[src/rtl/seg_xlate.sv]
module seg_xlate #(
  parameter int SEG_W   = 2,
  parameter int PAGE_W  = 2,
  parameter int OFF_W   = 2,
  parameter int FRAME_W = 3,
  parameter int PTSEL_W = 2,
  localparam int VA_W   = SEG_W + PAGE_W + OFF_W,
  localparam int PA_W   = FRAME_W + OFF_W,
  localparam int IDX_W  = (SEG_W > PAGE_W) ? SEG_W : PAGE_W,
  localparam int SD_W   = PTSEL_W + 1,
  localparam int PD_W   = FRAME_W + 1,
  localparam int WD_W   = (SD_W > PD_W) ? SD_W : PD_W
) (
  input  logic               clk,
  input  logic               rst_n,
  input  logic               req_valid,
  input  logic [VA_W-1:0]    req_vaddr,
  output logic               rsp_valid,
  output logic [PA_W-1:0]    rsp_paddr,
  output logic               rsp_segfault,
  output logic               rsp_pagefault,
  input  logic               wr_en,
  input  logic               wr_sel,
  input  logic [PTSEL_W-1:0] wr_table,
  input  logic [IDX_W-1:0]   wr_index,
  input  logic [WD_W-1:0]    wr_data
);
  localparam int NSEG  = 1 << SEG_W;
  localparam int NPAGE = 1 << PAGE_W;
  localparam int NPT   = 1 << PTSEL_W;

  logic [NSEG-1:0]    seg_present;
  logic [PTSEL_W-1:0] seg_pt   [NSEG];
  logic [NPAGE-1:0]   pg_valid [NPT];
  logic [FRAME_W-1:0] pg_frame [NPT][NPAGE];

  wire [SEG_W-1:0]   seg_idx  = req_vaddr[VA_W-1 -: SEG_W];
  wire [PAGE_W-1:0]  page_idx = req_vaddr[OFF_W +: PAGE_W];
  wire [OFF_W-1:0]   offset   = req_vaddr[OFF_W-1:0];
  wire               seg_ok   = seg_present[seg_idx];
  wire [PTSEL_W-1:0] pt_sel   = seg_pt[seg_idx];
  wire               pg_ok    = pg_valid[pt_sel][page_idx];
  wire [FRAME_W-1:0] frame    = pg_frame[pt_sel][page_idx];

  always_ff @(posedge clk or negedge rst_n) begin
    if (!rst_n) begin
      seg_present <= '0;
      for (int s = 0; s < NSEG; s++) seg_pt[s] <= '0;
      for (int t = 0; t < NPT; t++) begin
        pg_valid[t] <= '0;
        for (int p = 0; p < NPAGE; p++) pg_frame[t][p] <= '0;
      end
    end else if (wr_en) begin
      if (!wr_sel) begin
        seg_present[wr_index[SEG_W-1:0]] <= wr_data[SD_W-1];
        seg_pt[wr_index[SEG_W-1:0]]      <= wr_data[PTSEL_W-1:0];
      end else begin
        pg_valid[wr_table][wr_index[PAGE_W-1:0]] <= wr_data[PD_W-1];
        pg_frame[wr_table][wr_index[PAGE_W-1:0]] <= wr_data[FRAME_W-1:0];
      end
    end
  end

  always_ff @(posedge clk or negedge rst_n) begin
    if (!rst_n) begin
      rsp_valid     <= 1'b0;
      rsp_paddr     <= '0;
      rsp_segfault  <= 1'b0;
      rsp_pagefault <= 1'b0;
    end else begin
      rsp_valid     <= req_valid;
      rsp_segfault  <= req_valid && !seg_ok;
      rsp_pagefault <= req_valid && seg_ok && !pg_ok;
      rsp_paddr     <= (req_valid && seg_ok && pg_ok) ? {frame, offset} : '0;
    end
  end


  fault_excl_chk: assert property (@(posedge clk) disable iff (!rst_n)
    !(rsp_segfault && rsp_pagefault));


  idle_quiet_chk: assert property (@(posedge clk) disable iff (!rst_n)
    !rsp_valid |-> (!rsp_segfault && !rsp_pagefault && rsp_paddr == '0));


  rsp_follow_chk: assert property (@(posedge clk) disable iff (!rst_n)
    req_valid |=> rsp_valid);


  rsp_drop_chk: assert property (@(posedge clk) disable iff (!rst_n)
    !req_valid |=> !rsp_valid);


  segfault_zero_chk: assert property (@(posedge clk) disable iff (!rst_n)
    rsp_segfault |-> (rsp_paddr == '0 && rsp_valid));


  offset_pass_chk: assert property (@(posedge clk) disable iff (!rst_n)
    (req_valid ##1 (!rsp_segfault && !rsp_pagefault)) |->
      rsp_paddr[OFF_W-1:0] == $past(req_vaddr[OFF_W-1:0]));
endmodule

[config.mk]
export PLATFORM = sky130hd
export DESIGN_NAME = seg_xlate
export DESIGN_NICKNAME = d
export VERILOG_FILES = /design/src/rtl/seg_xlate.sv
export SDC_FILE = /design/constraint.sdc
export NUM_CORES = 1
export LEC_CHECK = 0
export BUFFER_PORTS_ARGS = -buffer_cell sky130_fd_sc_hd__buf_2
export CAP_MARGIN = 20
export CELL_PAD_IN_SITES_DETAIL_PLACEMENT = 0
export CELL_PAD_IN_SITES_GLOBAL_PLACEMENT = 2
export CORE_ASPECT_RATIO = 1.1
export CORE_MARGIN = 2
export CORE_UTILIZATION = 43
export DETAILED_ROUTE_END_ITERATION = 6
export GPL_TIMING_DRIVEN = 0
export PLACE_DENSITY = 0.74
export SYNTH_ARGS = -nofsm -noshare
export SYNTH_HDL_FRONTEND = slang
export SYNTH_SLANG_ARGS = --single-unit
[constraint.sdc]
create_clock -name clk -period 2.9 [get_ports clk]
set_clock_uncertainty 0.05 [all_clocks]
set_input_delay 0.58 -clock clk [delete_from_list [all_inputs] [get_ports clk]]
set_output_delay 0.58 -clock clk [all_outputs]
set_load 0.01 [all_outputs]
# Yosys cells after proc, flatten, opt, wreduce, memory -nomap -nowiden
# Index checks and enable logic that the tools add are counted.
dict set report totals {
  input_bits 19
  output_inout_bits 8
  register_bits 84
  wordCells 88
}
dict set report classes {
  n_reduce_logical 11
  n_lt_le_gt_ge 11
  bitwise 6
  mux 31
}
# op n
set ops {}
lappend ops {{48-bit bitwise mux} 1}
lappend ops {{12-bit two-way mux} 3}
lappend ops {{12-bit binary-select mux with 2-bit select} 1}
lappend ops {{12-bit demux with 2-bit select} 1}
lappend ops {{16-bit bitwise mux} 1}
lappend ops {{3-bit greater-or-equal comparator (second input constant)} 5}
lappend ops {{2-bit inverter with 3-bit output} 5}
lappend ops {{4-bit two-way mux} 3}
lappend ops {{2-bit by 3-bit < comparator with 1-bit output (second input constant)} 3}
lappend ops {{3-bit two-way mux} 3}
lappend ops {{4-bit binary-select mux with 2-bit select} 1}
lappend ops {{8-bit bitwise mux} 1}
lappend ops {{4-bit demux with 2-bit select} 1}
lappend ops {{1-bit logical AND} 7}
lappend ops {{3-bit binary-select mux with 2-bit select} 1}
lappend ops {{3-bit demux with 2-bit select} 1}
lappend ops {{3-bit by 1-bit < comparator with 1-bit output (second input constant)} 2}
lappend ops {{2-bit two-way mux} 3}
lappend ops {{5-bit two-way mux} 1}
lappend ops {{1-bit binary-select mux with 2-bit select} 2}
lappend ops {{2-bit binary-select mux with 2-bit select} 1}
lappend ops {{4-bit bitwise mux} 1}
lappend ops {{2-bit demux with 2-bit select} 1}
lappend ops {{2-bit AND reduction} 2}
lappend ops {{5 further kinds} 8}

# Longest topological paths before layout
# Gate-level depths: netlist of run 1.
dict set report depth {
  word_depth 12
  mapped_depth 8
  ltp_nobuf 6
}

# Worst setup path before layout of run 1
# No wires, ideal clock.
dict set report synth_timing {
  path_kind {in2reg}
  start {input req_vaddr[4]}
  end {register rsp_paddr[2]}
  t_required_ns 2.709
  path_slack_ns 0.584
  n_path_buf 1
  setup_time_ns 0.141
  t_arrival_ns 2.125
  cell_stages 6
  cell_sequence {mux4_2 -> buf_6 -> mux4_2 -> a211o_1 -> nand4_2 -> a211oi_1}
}
dict set report synth_between {
  elab_chain_len 12
  word_cells_on_any_way 21
  classes_between {17 x mux; 2 x bitwise; 2 x reduce/logical}
}
# element line_no
set synth_lines {}
lappend synth_lines {{start: declaration} 17} ;# input logic [VA_W-1:0] req_vaddr,
lappend synth_lines {{2-bit inverter with 3-bit output (not written as such)} 41} ;# wire [PTSEL_W-1:0] pt_sel = seg_pt[seg_idx];
lappend synth_lines {{2-bit binary-select mux with 2-bit select} 41}
lappend synth_lines {{2-bit two-way mux (not written as such) (2 in a row)} 41}
lappend synth_lines {{2-bit inverter with 3-bit output (not written as such)} {42, 43}}
lappend synth_lines {{12-bit binary-select mux with 2-bit select or 4-bit binary-select mux with 2-bit select (tied branches)} {43, 42}}
lappend synth_lines {{12-bit two-way mux (not written as such) or 4-bit two-way mux (tied branches) (2 in a row)} {43, 42}}
lappend synth_lines {{3-bit binary-select mux with 2-bit select or 1-bit binary-select mux with 2-bit select (tied branches)} {43, 42}}
lappend synth_lines {{3-bit two-way mux (not written as such) or 1-bit two-way mux (tied branches)} {43, 42}}
lappend synth_lines {{3-bit two-way mux (not written as such) or 1-bit logical AND (tied branches)} {43, 74}}
lappend synth_lines {{5-bit two-way mux *} 74} ;# rsp_paddr <= (req_valid && seg_ok && pg_ok) ? {frame, offset} : '0;
lappend synth_lines {{end signal: assignment} 74}
lappend synth_lines {{end: declaration} 19} ;# output logic [PA_W-1:0] rsp_paddr,
# Every way passes the cells marked *; elsewhere a longest branch is shown, timed or not. The select of a mux whose other input is x is not followed.
# A chain may end at the register's enable or synchronous reset.

# Worst setup path in the final report of run 1
# Ends and elaborated chain as after synthesis.

==> flow_metrics.tcl, run 1 <==
set metrics [dict create \
    status "complete, no violations" \
    final_cell_mix "dfrtp_1, mux2_2, buf_2, mux4_2, clkbuf_1" \
    rows 36 \
    die_w_um 93.71 \
    worstMarginPinSlew_ns 1.007 \
    cts_resized 0 \
    drt_iter0_drc 51 \
    layout_commonest_cell "dfrtp_1" \
    rr_worst_depth 6 \
    cts_max_path_buffers 2 \
    synth_cells 257 \
    synth_area_leaders "dfrtp_1, mux2_2, mux4_2" \
    ant_nets 0 \
    maxCapViolCount 0 \
    drv_slew 0 \
    avgSynthCellArea_um2 14.81 \
    finalSetupTns_ns 0 \
    numCtsBuffers 9 \
    r2r-start "seg_pt[0]" \
    dp_hpwl_um 5764 \
    ctsHtreeMaxLevel 3 \
    place.gp.congestion 0.7742 \
    vias 2207 \
    fillers 796 \
    root_buffer "clkbuf_8" \
    cp-end-kind "flop" \
    drc_errors 0 \
    max_freq_mhz 432.5 \
    ctsHoldBuffers 0 \
    wirelength_um 8263 \
    synthDistinctLibCells 29 \
    die_area_um2 9621 \
    die_h_um 102.7 \
    yosys_warnings 0 \
    area_growth_pct 12.59 \
    peakVddDrop_mv 0.2334 \
    power_density_nw_per_um2 713.3 \
    ys_ff_latch 84 \
    clock_latency_ns 0.35 \
    ios 27 \
    gr-total-overflow 0 \
    cp.required_ns 3.06 \
    crit_fanout 10 \
    grt_start_max_net_pins 57 \
    track_usage 0.1870 \
    ys_seq_area_frac 0.5523 \
    synth_top_cell_area_share 0.5523 \
    num_antenna_cells 0 \
    fp.coreArea_um2 8738 \
    p_leak_uw 0.001891 \
    synth_area_um2 3806 \
    yosysTopAreaCell "dfrtp_1" \
    hp-class "in2async" \
    slew_headroom 0.3223 \
    cts_tree "done" \
    finalSetupViolCount 0 \
    grt_pass1_vias 2271 \
    worst_setup_path_start_kind "input port" \
    port_buffers 20 \
    arrival_ns 2.48 \
    post-route-min-period_ns 2.312 \
    worstReg2RegEnd "rsp_paddr[2]" \
    initial_utilization 0.4356 \
    finalCoreUtilization 0.4904 \
    rrSetupSlack_ns 0.60 \
    via_per_inst 5.423 \
    hold_viol_final 0 \
    clk_pin_slew_ns 0.08 \
    dr.pass1.iters 4 \
    grt_pass1_wl_um 13030 \
    cts_setup_buffers 0 \
    postSynthNetCount 276 \
    drive_gt1_frac 0.4369 \
    cts_sinks 84 \
    antenna_found_initial 0 \
    period_share 0.7972 \
    rsz0062_at_grt "false" \
    path_class "in2reg" \
    timing.hold.ws_ns 0.1049 \
    final_nets 308 \
    routedWlPerCell_um 20.30 \
]
-- power by group --
part / leakage, uW / total [uW] / switching [uW] / internal [uW]
clock: 0.0000956 / 892 / 411 / 482
combinational: 0.000731 / 675 / 293 / 382
sequential: 0.00106 / 1490 / 98.4 / 1390
total: 0.00189 / 3060 / 802 / 2250
-- kinds of logic (layout without fill, tap and decap cells) --
family	count (synthesis)	after routing	synth area share
and+or+nand+nor	42	42	0.06246
muxes	97	97	0.3360
buffers and inverters	20	56	0.02400
DFF	84	84	0.5523
AOI/OAI and AO/OA	14	14	0.02531
-- worst max-delay path, cell delays in order --
cell	delay, ns
buf_2	0.13
mux4_2	0.52
buf_6	0.18
buf_6	0.18
mux4_2	0.44
mux2i_1	0.32
a211oi_1	0.13
-- cells in the mapped netlist --
cell      number
a211o_1        1
a211oi_1       6
a21o_1         1
a21oi_1        1
buf_2          1
buf_6          2
clkbuf_1      12
dfrtp_1       84
inv_1          5
mux2_2        73
mux2i_1        7
mux4_1         1
mux4_2        16
nand2_1        7
nand2b_1       6
nand4_1        1
nand4_2        1
nand4b_1       3
nor2_1        12
nor2b_1        4
nor3_1         2
nor4_1         1
nor4b_1        1
nor4bb_1       2
o21ai_0        3
o221ai_1       1
o22ai_1        1
or2_2          1
or4_1          1
-- per-stage QoR --
step | power [uW] | cells | area [um2] | setup slack, ns
after floorplan | 1989 | 257 | 3806 | 0.5843
after global placement | 2181 | 391 | 4049 | 0.2347
after detailed placement | 2203 | 392 | 4079 | 0.2253
after CTS | 3093 | 407 | 4285 | 0.6009
after global routing | 3217 | 407 | 4285 | 0.4774
final | 3057 | 407 | 4285 | 0.5880
-- per-layer routing --
layer | vias up | wire length, um | part of all wire | track usage
met2 | 38 | 4086 | 0.49 | 0.3066
met5 | - | 0 | 0 | 0
met3 | 5 | 230 | 0.028 | 0.04020
li1 | 1007 | - | - | -
met4 | 0 | 59 | 0.0071 | 0.05017
met1 | 1157 | 3886 | 0.47 | 0.2556
-- registers in the layout, summed over array words and instances (netlist names) --
name / cells
rsp_paddr: 5
seg_present: 4
rsp_segfault: 1
rsp_pagefault: 1
seg_pt: 8
rsp_valid: 1
pg_valid: 16
pg_frame: 48
-- layout make-up --
cell class                 count  area (um2)  area share
multi-input combinational    153        1613      0.3764
clock buffer                  11       131.4     0.03066
clock inverter                 4       75.07     0.01752
buffer                        15       72.57     0.01693
inverter                       5       18.77    0.004380
timing repair buffer          21       130.1     0.03037
tap                          114       142.6     0.03328
sequential                    84        2102      0.4905
-- worst max-delay path by stage --
stage,start,depth (start not counted),endpoint
floorplan,req_vaddr[4],6,rsp_paddr[2]
global placement,req_vaddr[4],9,rsp_paddr[4]
detailed placement,req_vaddr[4],7,rsp_paddr[2]
CTS,req_vaddr[4],7,rsp_paddr[2]
global route,seg_pt[0],8,rsp_paddr[3]
finish,req_vaddr[4],7,rsp_paddr[2]
(Power assumes the default switching activity.)
==> inputs of run 2 (changes only) <==
CORE_UTILIZATION = 39   (was 43)
PLACE_DENSITY = 0.71   (was 0.74)
clock period = 2.1 ns   (was 2.9 ns; I/O delays follow)
==> run 2 against run 1 <==
Effect of this change: the flow now finishes with violations (negative setup slack); sequential share of layout area fell by 2.2 points; sequential cell count did not move; non-clock buffer count rose by 10; critical endpoint is now rsp_pagefault.
==> flow_metrics.tcl, run 2 (same netlist as run 1, synthesis figures left out) <==
set metrics [dict create \
    min_path_cells 1 \
    busiest_layer "met2" \
    top_register "pg_frame" \
    grt_pass1_wl_um 13880 \
    grt_start_max_net_pins 56 \
    rsz0062_at_grt "true" \
    wirelength_um 8558 \
    worst_setup_path_start_kind "flop" \
    power_density_nw_per_um2 996.6 \
    gr-total-overflow 0 \
    hp-start "req_valid" \
    placed_cells 395 \
    via_per_inst 5.242 \
    layout.cells.non_filler 421 \
    max_freq_mhz 440.9 \
    top_regs "pg_frame (48), pg_valid (16), seg_pt (8)" \
    use_met3 0.02987 \
    vias 2207 \
    grtUsageMet2 0.2940 \
    fp.coreArea_um2 9444 \
    ios 27 \
    peakVddDrop_mv 0.3067 \
    routedWlPerCell_um 20.33 \
    ctsHtreeMaxLevel 3 \
    numCtsBuffers 9 \
    final_cell_mix "dfrtp_1, mux2_2, buf_2, mux4_2" \
    timing.hold.ws_ns 0.1840 \
    ant_nets 0 \
    port_buffers 20 \
    crit_fanout 9 \
    post-place-ws_ns -0.3844 \
    p_leak_uw 0.001956 \
    rows 37 \
    drv_slew 0 \
    largest_reg_flops 48 \
    maxCapViolCount 0 \
    final_nets 318 \
    dr.pass1.iters 4 \
    hold_viol_final 0 \
    initial_utilization 0.4030 \
    r2r-start "seg_pt[0]" \
    rr_worst_depth 7 \
    drt_iter0_drc 81 \
    clock_latency_ns 0.36 \
    finalCoreUtilization 0.4750 \
    cts_sinks 84 \
    status "finished with violations" \
    violations "negative setup slack" \
    die_h_um 107.6 \
    dp_hpwl_um 5917 \
    finalSetupTns_ns -0.8513 \
    cp.required_ns 2.35 \
    track_usage 0.1788 \
    grt_pass1_vias 2425 \
    crit_start "seg_pt[0]" \
    drive_gt1_frac 0.4967 \
    use_met1 0.2398 \
    path_class "reg2reg" \
    clk_pin_slew_ns 0.09 \
    num_antenna_cells 0 \
    die_area_um2 10570 \
    hp-class "in2reg" \
    root_buffer "clkbuf_8" \
    place.gp.congestion 0.7603 \
    die_w_um 98.19 \
    cp-end-kind "flop" \
    slew_headroom 0.3425 \
    arrival_ns 2.51 \
    setup_ws_ns -0.1682 \
    area_growth_pct 17.85 \
    cts_max_path_buffers 2 \
    antenna_found_initial 0 \
    drc_errors 0 \
    cts_tree "done" \
    worstMarginPinSlew_ns 0.9773 \
    post-route-min-period_ns 2.268 \
    layout_commonest_cell "dfrtp_1" \
    period_share 1.080 \
    finalSetupViolCount 6 \
]
run 2: cell count changes in the layout (fill, tap and decap cells not counted), sizes merged:
cell | previous run | this run
buf | 24 | 32
inv | 5 | 6
clkinv | 0 | 1
clkinvlp | 2 | 3
clkbuf | 23 | 22
dlygate4sd3 | 0 | 1
run 2: power breakdown:
group          internal, uW  leakage (uW)  switching [uW]
Clock                   675      0.000102             621
Sequential             1920       0.00106             139
Combinational           647      0.000789             467
Total                  3240       0.00196            1230
run 2: metrics by stage:
step	total power [uW]	instance area [um2]
after detailed placement	3057	4096
final	4470	4486
after global placement	3028	4066
after floorplan	2761	3820
after CTS	4410	4387
after global routing	4694	4486
run 2: worst max-delay path, stage by stage, from the launching register on:
cell and delay (ns):
dfrtp_1 0.39, mux4_2 0.51, buf_12 0.17, buf_4 0.13
mux4_2 0.45, a21o_1 0.24, buf_4 0.14, a21oi_2 0.12
run 2: cell type report:
class	count	area, um2
fill	866	4959
tap	117	146.4
inverter	5	18.77
clock buffer	9	123.9
clock inverter	7	100.1
buffer	15	90.09
sequential	84	2102
timing repair buffer	31	225.2
multi-input combinational	153	1679
run 2: path summary, 6_finish.rpt:
| kind | endpoint | slack (ns) |
|---|---|---|
| setup / recovery | rsp_pagefault | -0.17 |
| hold reg to reg | pg_frame[8] | 0.46 |
| min in group asynchronous | pg_frame[35] | 0.48 |
| hold / removal | rsp_valid | 0.18 |
| max in group asynchronous | pg_valid[11] | 0.91 |
| setup reg to reg | rsp_pagefault | -0.17 |
run 2: what timing repair did:
action,in CTS,in global routing
pin swaps,0,4
hold buffers,1,0
cloned,0,1
endpoints found under the setup margin,5,6
hold endpoints to repair,29,0
buffers inserted,1,7
gates resized for setup,9,5
run 2: metal layers:
metal	wire, um	vias to the layer above
met2	4148	30
li1	-	1027
met4	141	0
met5	0	-
met1	4045	1138
met3	222	12
